===== src/rtl/ldu_pkg.sv =====
package ldu_pkg;

   // Register file selected by an access or a source operand
   typedef enum logic {
      RF_SCALAR = 1'b0,
      RF_VECTOR = 1'b1
   } ldu_rf_e;

   // Decoded memory access after the issue decision
   typedef struct packed {
      logic    fire;   // the bundle issues and carries an access
      logic    store;  // store: no destination record
      ldu_rf_e rf;     // destination register file
      logic    excl;   // exclusive access
   } ldu_op_t;

endpackage


===== src/rtl/ldu_scoreboard.sv =====
// Per-register pending records for one register file.
module ldu_scoreboard #(
   parameter int NREG  = 16,
   parameter int IDX_W = 5,
   parameter int HOLD  = 1   // cycles a record stays pending after issue
) (
   input  logic             clk,
   input  logic             rst_n,
   input  logic             flush,
   input  logic             set_en,
   input  logic [IDX_W-1:0] set_idx,
   output logic [NREG-1:0]  pend
);
   localparam int CNT_W = $clog2(HOLD + 1);

   if (NREG > (1 << IDX_W)) begin : g_bad_idx
      $error("ldu_scoreboard: NREG does not fit in IDX_W bits");
   end
   if (HOLD < 1) begin : g_bad_hold
      $error("ldu_scoreboard: HOLD must be at least 1");
   end

   for (genvar r = 0; r < NREG; r++) begin : g_ent
      localparam logic [IDX_W-1:0] MY_IDX = IDX_W'(r);
      logic hit;
      assign hit = set_en && (set_idx == MY_IDX);

      if (HOLD == 1) begin : g_flag
         // single-cycle window: one flop per register
         logic flag_q;
         always_ff @(posedge clk or negedge rst_n) begin
            if (!rst_n)     flag_q <= 1'b0;
            else if (flush) flag_q <= 1'b0;
            else            flag_q <= hit;
         end
         assign pend[r] = flag_q;
      end else begin : g_cnt
         // multi-cycle window: down-counter per register
         logic [CNT_W-1:0] cnt_q;
         always_ff @(posedge clk or negedge rst_n) begin
            if (!rst_n)              cnt_q <= '0;
            else if (flush)          cnt_q <= '0;
            else if (hit)            cnt_q <= CNT_W'(HOLD);
            else if (cnt_q != '0)    cnt_q <= cnt_q - 1'b1;
         end
         assign pend[r] = (cnt_q != '0);
      end
   end

endmodule


===== src/rtl/ldu_lookup.sv =====
// Tests one source index against a pending vector.
module ldu_lookup #(
   parameter int NREG  = 16,
   parameter int IDX_W = 5
) (
   input  logic [NREG-1:0]  pend,
   input  logic [IDX_W-1:0] idx,
   output logic             hit
);
   always_comb begin
      hit = 1'b0;
      for (int r = 0; r < NREG; r++) begin
         if (idx == IDX_W'(r)) hit = pend[r];
      end
   end
endmodule


===== src/rtl/ldu_barrier.sv =====
// Busy window of an exclusive access until its sync stage.
module ldu_barrier #(
   parameter int CYC = 6
) (
   input  logic clk,
   input  logic rst_n,
   input  logic flush,
   input  logic start,
   output logic busy
);
   localparam int CNT_W = $clog2(CYC + 1);

   if (CYC < 1) begin : g_bad_cyc
      $error("ldu_barrier: CYC must be at least 1");
   end

   logic [CNT_W-1:0] cnt_q;
   always_ff @(posedge clk or negedge rst_n) begin
      if (!rst_n)            cnt_q <= '0;
      else if (flush)        cnt_q <= '0;
      else if (start)        cnt_q <= CNT_W'(CYC);
      else if (cnt_q != '0)  cnt_q <= cnt_q - 1'b1;
   end
   assign busy = (cnt_q != '0);
endmodule


===== src/rtl/ldu_hazard_unit.sv =====
module ldu_hazard_unit
   import ldu_pkg::*;
#(
   parameter int NSRC         = 4,
   parameter int NREG_S       = 16,
   parameter int NREG_V       = 32,
   parameter int SC_RD_STG    = 4,   // scalar operand read stage
   parameter int SC_RES_STG   = 5,   // scalar load result stage
   parameter int VEC_PORT_STG = 9,   // vector memory port stage
   parameter int VEC_RES_STG  = 10,  // vector result stage
   parameter int SYNC_STG     = 6,   // exclusive sync barrier stage
   localparam int IDX_W = $clog2((NREG_S > NREG_V) ? NREG_S : NREG_V)
) (
   input  logic                  clk,
   input  logic                  rst_n,
   input  logic                  flush,
   input  logic                  mem_valid,
   input  logic                  mem_store,
   input  logic                  mem_vec,
   input  logic                  mem_excl,
   input  logic [IDX_W-1:0]      mem_dst,
   input  logic [NSRC-1:0]       src_valid,
   input  logic [NSRC-1:0]       src_vec,
   input  logic [NSRC*IDX_W-1:0] src_reg,
   output logic                  stall,
   output logic [NSRC-1:0]       byp_fwd,
   output logic                  barrier_busy
);
   localparam int SC_HOLD  = SC_RES_STG - SC_RD_STG;
   localparam int VEC_HOLD = VEC_RES_STG - VEC_PORT_STG;
   localparam int BAR_CYC  = SYNC_STG;

   if (SC_HOLD < 1) begin : g_bad_sc
      $error("ldu_hazard_unit: scalar read stage must precede result stage");
   end
   if (VEC_HOLD < 1) begin : g_bad_vec
      $error("ldu_hazard_unit: vector port stage must precede result stage");
   end
   if (SYNC_STG <= SC_RES_STG) begin : g_bad_sync
      $error("ldu_hazard_unit: sync stage must follow scalar result stage");
   end
   if (NSRC < 1) begin : g_bad_nsrc
      $error("ldu_hazard_unit: NSRC must be at least 1");
   end

   logic [NREG_S-1:0] pend_s;
   logic [NREG_V-1:0] pend_v;
   logic [NSRC-1:0]   hit_s, hit_v;
   ldu_op_t           op;

   // Per-source lookups in both files
   for (genvar k = 0; k < NSRC; k++) begin : g_src
      ldu_lookup #(.NREG(NREG_S), .IDX_W(IDX_W)) u_lk_s (
         .pend (pend_s),
         .idx  (src_reg[k*IDX_W +: IDX_W]),
         .hit  (hit_s[k])
      );
      ldu_lookup #(.NREG(NREG_V), .IDX_W(IDX_W)) u_lk_v (
         .pend (pend_v),
         .idx  (src_reg[k*IDX_W +: IDX_W]),
         .hit  (hit_v[k])
      );
   end

   // Scalar hit interlocks; vector hit selects the forwarding path
   assign stall   = |(src_valid & ~src_vec & hit_s);
   assign byp_fwd = src_valid & src_vec & hit_v;

   // Issue decision: a held bundle and a flushed one record nothing
   always_comb begin
      op.fire  = mem_valid && !stall && !flush;
      op.store = mem_store;
      op.rf    = mem_vec ? RF_VECTOR : RF_SCALAR;
      op.excl  = mem_excl;
   end

   ldu_scoreboard #(.NREG(NREG_S), .IDX_W(IDX_W), .HOLD(SC_HOLD)) u_sb_s (
      .clk     (clk),
      .rst_n   (rst_n),
      .flush   (flush),
      .set_en  (op.fire && !op.store && (op.rf == RF_SCALAR)),
      .set_idx (mem_dst),
      .pend    (pend_s)
   );

   ldu_scoreboard #(.NREG(NREG_V), .IDX_W(IDX_W), .HOLD(VEC_HOLD)) u_sb_v (
      .clk     (clk),
      .rst_n   (rst_n),
      .flush   (flush),
      .set_en  (op.fire && !op.store && (op.rf == RF_VECTOR)),
      .set_idx (mem_dst),
      .pend    (pend_v)
   );

   ldu_barrier #(.CYC(BAR_CYC)) u_bar (
      .clk   (clk),
      .rst_n (rst_n),
      .flush (flush),
      .start (op.fire && op.excl),
      .busy  (barrier_busy)
   );

endmodule


===== config.mk =====
export PLATFORM = sky130hd
export DESIGN_NAME = ldu_hazard_unit
export DESIGN_NICKNAME = d
export VERILOG_FILES = /design/src/rtl/ldu_pkg.sv /design/src/rtl/ldu_scoreboard.sv /design/src/rtl/ldu_lookup.sv /design/src/rtl/ldu_barrier.sv /design/src/rtl/ldu_hazard_unit.sv
export SDC_FILE = /design/constraint.sdc
export NUM_CORES = 1
export LEC_CHECK = 0
export ABC_AREA = 1
export ABC_CLOCK_PERIOD_IN_PS = 2090
export CELL_PAD_IN_SITES_DETAIL_PLACEMENT = 0
export CELL_PAD_IN_SITES_GLOBAL_PLACEMENT = 1
export CORE_MARGIN = 4
export CORE_UTILIZATION = 37
export CTS_CLUSTER_DIAMETER = 200
export CTS_CLUSTER_SIZE = 20
export DETAILED_ROUTE_END_ITERATION = 7
export HOLD_SLACK_MARGIN = 0.06
export PLACE_DENSITY_LB_ADDON = 0.2
export SYNTH_ARGS = -nofsm -noshare
export SYNTH_HDL_FRONTEND = slang
export SYNTH_HIERARCHICAL = 1
export SYNTH_SLANG_ARGS = --single-unit
export TNS_END_PERCENT = 5

===== constraint.sdc =====
create_clock -name clk -period 2.09 [get_ports clk]
set_input_delay 0.209 -clock clk [delete_from_list [all_inputs] [get_ports clk]]
set_output_delay 0.209 -clock clk [all_outputs]
set_load 0.005 [all_outputs]

==> results.cfg <==
[layout]
final_util_pct = 49.4
drive_gt1_share_pct = 26.6
ff_latch_area_sq_um = 1280
multi_input_area_sq_um = 3150
final_cells = 1181
syn2layout_area_growth_pct = 30.2
n_antenna_cell = 0
finish.net_count = 1042
nFillCells = 1462

[synthesis]
syn_avg_cell_area_sq_um = 6.08
syn-cell-area_sq_um = 5280
ys_seq_area_share_pct = 24.2
ys_types = 32
ys_seq_elements = 51
syn_nets = 911
yosysWarnings = 6
synth_cells = 869

[outcome]
status = finished, violations left
violations = setup timing

[floorplan]
start_util_pct = 37.9
coreArea_sq_um = 13900
die_area_sq_um = 16300
die_h_microns = 128
num_io_pins = 46
die_w_microns = 128
rows = 43

[sta]
finClkSkew_ns = 0.00447
worstMarginPinSlew_ns = 0.608
report.final.hold_viol_count = 0
timing.final.crit_period_ns = 2.76
clock.fmax_ghz = 0.363
drv_slew = 0
worst_slack_ns = -0.666
max_slew_margin_pct = 59.5
setup_viol = 56
rsz0062_at_grt = yes
fin_crit_sh_pct = 132

[clock_network]
cts_root_buffer = clkbuf_16
clk_latency_ns = 0.29
cts_sinks = 51
cts-buffers-inserted = 5
clockBufferDepth = 2
cts_tree = built
cts_htree_levels = 2
clk_pin_slew_worst_paths_ns = 0.06

[route]
drc = 0
wl_met2_mm = 9.46
wire_per_inst_microns = 16.4
routed_via_density = 5.17
via_count = 6103
wl_met1_mm = 8.28
drt_wl_total_mm = 19.4
drt_iter0_drc = 393
route.met3.wl_mm = 1.04
drt-pass1-iter-count = 5
drtAntennaViolNets = 0
highest_layer = met4

[placed_design]
place_inst = 1169
portBuffers = 45
gp_congestion = 0.971
dp_slack_ns = -1.33
place.detailed.hpwl_mm = 15.9

[worst_setup_path]
crit_path_max_fanout = 5
crit_arrival_ns = 2.55
cp.required_ns = 1.88
start_kind = input port
setup.worst_path.class = in2out
worstSetupEndpointType = primary output

[global_route]
overflow = 0
grt_pass1_wl_mm = 30.8
grt_max_degree = 52
grtUsageTotal_pct = 23.8
grt_pass1_vias = 6127
antenna_found_initial = 0

[power]
p_int_mw = 1.94
p_sw_share_pct = 31.7
powerDensity_nw_per_um2 = 413
ir_worst_vdd_v = 0.000607
seqPwrFrac_pct = 36.4
p_switching_uw = 900
p_clk_share_pct = 29.4
power_leakage_nw = 3.39
p_comb_share_pct = 34.1
power.total_mw = 2.84

[hold_path]
hold_class = reg2reg

[job]
cap_violations = 0
-- sequential cells by signal, indices dropped and copies added (netlist names) --
| name | flops |
|---|---|
| u_sb_s/g_ent.g_flag.flag_q | 16 |
| u_bar/cnt_q | 3 |
| u_sb_v/g_ent.g_flag.flag_q | 32 |
-- layout by cell type (no fill, tap or decap), types with 8 or more instances in the layout --
| master | n |
|---|---|
| nor2_4 | 15 |
| o2111ai_1 | 12 |
| nand2_2 | 11 |
| nand2_1 | 203 |
| inv_1 | 95 |
| nand3_1 | 75 |
| inv_2 | 26 |
| nor3_1 | 16 |
| buf_6 | 11 |
| or4_1 | 12 |
| a21oi_1 | 13 |
| nor2_1 | 130 |
| buf_4 | 139 |
| dlygate4sd2_1 | 11 |
| nor4_1 | 8 |
| dfrtp_1 | 47 |
| o21ai_0 | 8 |
| nor2_2 | 14 |
| nand4_1 | 52 |
| clkdlybuf4s50_1 | 22 |
| nand3_2 | 18 |
-- routing by layer --
| layer | vias to the layer above | global-route usage (%) |
|---|---|---|
| li1 | 3025 | - |
| met3 | 51 | 2.68 |
| met1 | 2821 | 29.6 |
| met4 | 0 | 8.96 |
| met2 | 206 | 42.3 |
| met5 | - | 0 |
-- final cells by class --
type,instances,share of cell area [%]
Clock buffer,8,2.27
Inverter,128,7.09
Timing Repair Buffer,195,22.9
Sequential cell,51,18.6
Tap cell,180,3.27
Multi-Input combinational cell,619,45.8
-- Yosys cell counts --
cell,n,area share [%]
nand3b_4,1,0.38
buf_4,52,7.4
nor3_1,16,1.5
nor2_2,16,1.9
o2111ai_1,12,2.0
buf_2,8,0.76
or2_2,4,0.47
nand3_1,87,8.2
nor2_4,8,1.7
a31oi_1,4,0.47
inv_1,95,6.7
nand3_4,1,0.33
and3_2,1,0.14
and3_1,4,0.47
o21ai_1,1,0.095
nand4_1,52,6.2
nor2_1,135,9.6
nand3b_1,4,0.57
or4_1,12,1.7
nand2_2,3,0.36
nor4_1,8,0.95
clkinv_1,4,0.28
or2_0,8,0.95
buf_6,7,1.5
nand3_2,7,1.3
a21oi_1,13,1.2
dfrtp_1,51,24
clkbuf_1,4,0.28
inv_2,29,2.1
o21ai_0,8,0.76
nand2_1,212,15
ha_1,2,0.47
-- critical path: stages --
cell and delay, ns:
dlygate4sd2_1 0.34, nor2_2 0.24, nand2_1 0.10, nor2_1 0.10, nor3_1 0.05, nand2_1 0.07
nand4_1 0.07, nand2_1 0.06, nand2_1 0.04, nand2_1 0.08, nand3_1 0.07, nand2_1 0.06
nand4_1 0.07, nand2_1 0.08, nand4_1 0.07, nand2_1 0.08, nand4_1 0.06, nand2_1 0.08
nand4_1 0.07, nand2_1 0.09, nand3_2 0.07, and3_1 0.18, clkdlybuf4s15_2 0.20
-- through the flow --
stage               setup TNS (ns)  hold WS [ns]  cell area (sq um)
floorplan                        0       -0.0866               5290
global placement            -51.98         0.327               6530
detailed placement          -53.17         0.345               6530
CTS                         -21.89         0.530               6820
global route                -22.19         0.572               6880
finish                      -11.76         0.536               6880
-- cells by family (layout without fill, tap and decap cells) --
group	Yosys count	after routing	share of synthesized area, %
buffers and inverters	199	331	19.0
AO/OA/AOI/OAI	38	38	4.55
flip-flops	51	51	24.2
AND/OR/NAND/NOR	579	579	51.8
adder cells (fa/ha/maj)	2	2	0.474
-- final timing paths --
check,from,cells past startpoint,slack [ns],endpoint
min,u_bar/cnt_q[0]$_DFFE_PN0P_,2,0.54,u_bar/cnt_q[0]$_DFFE_PN0P_
max,src_reg[6],23,-0.67,byp_fwd[1]
max reg2reg,u_sb_s/g_ent[0].g_flag.flag_q$_DFF_PN0_,16,-0.15,u_sb_v/g_ent[30].g_flag.flag_q$_DFF_PN0_
min reg2reg,u_bar/cnt_q[0]$_DFFE_PN0P_,2,0.54,u_bar/cnt_q[0]$_DFFE_PN0P_
min in group asynchronous,rst_n,3,0.55,u_sb_v/g_ent[6].g_flag.flag_q$_DFF_PN0_
max in group asynchronous,rst_n,3,1.09,u_sb_s/g_ent[0].g_flag.flag_q$_DFF_PN0_
-- timing repair --
item | 4_1_cts | 5_1_grt
endpoints found under the setup margin | 56 | 56
setup buffers | 3 | 0
hold buffers | 1 | 0
gates resized for setup | 73 | 26
pin swaps | 38 | 31
endpoints found under the hold margin | 51 | 0
cloned | 0 | 0
-- power groups by stage --
stage               Sequential, mW  Combinational (mW)  Clock, mW
floorplan                     1.05               0.478          0
global placement              1.05               0.922          0
detailed placement            1.05               0.936          0
CTS                           1.03               0.959      0.861
global route                  1.04                1.08      0.898
finish                        1.03               0.969      0.835
Note: power is estimated with default switching activity, not from simulation.
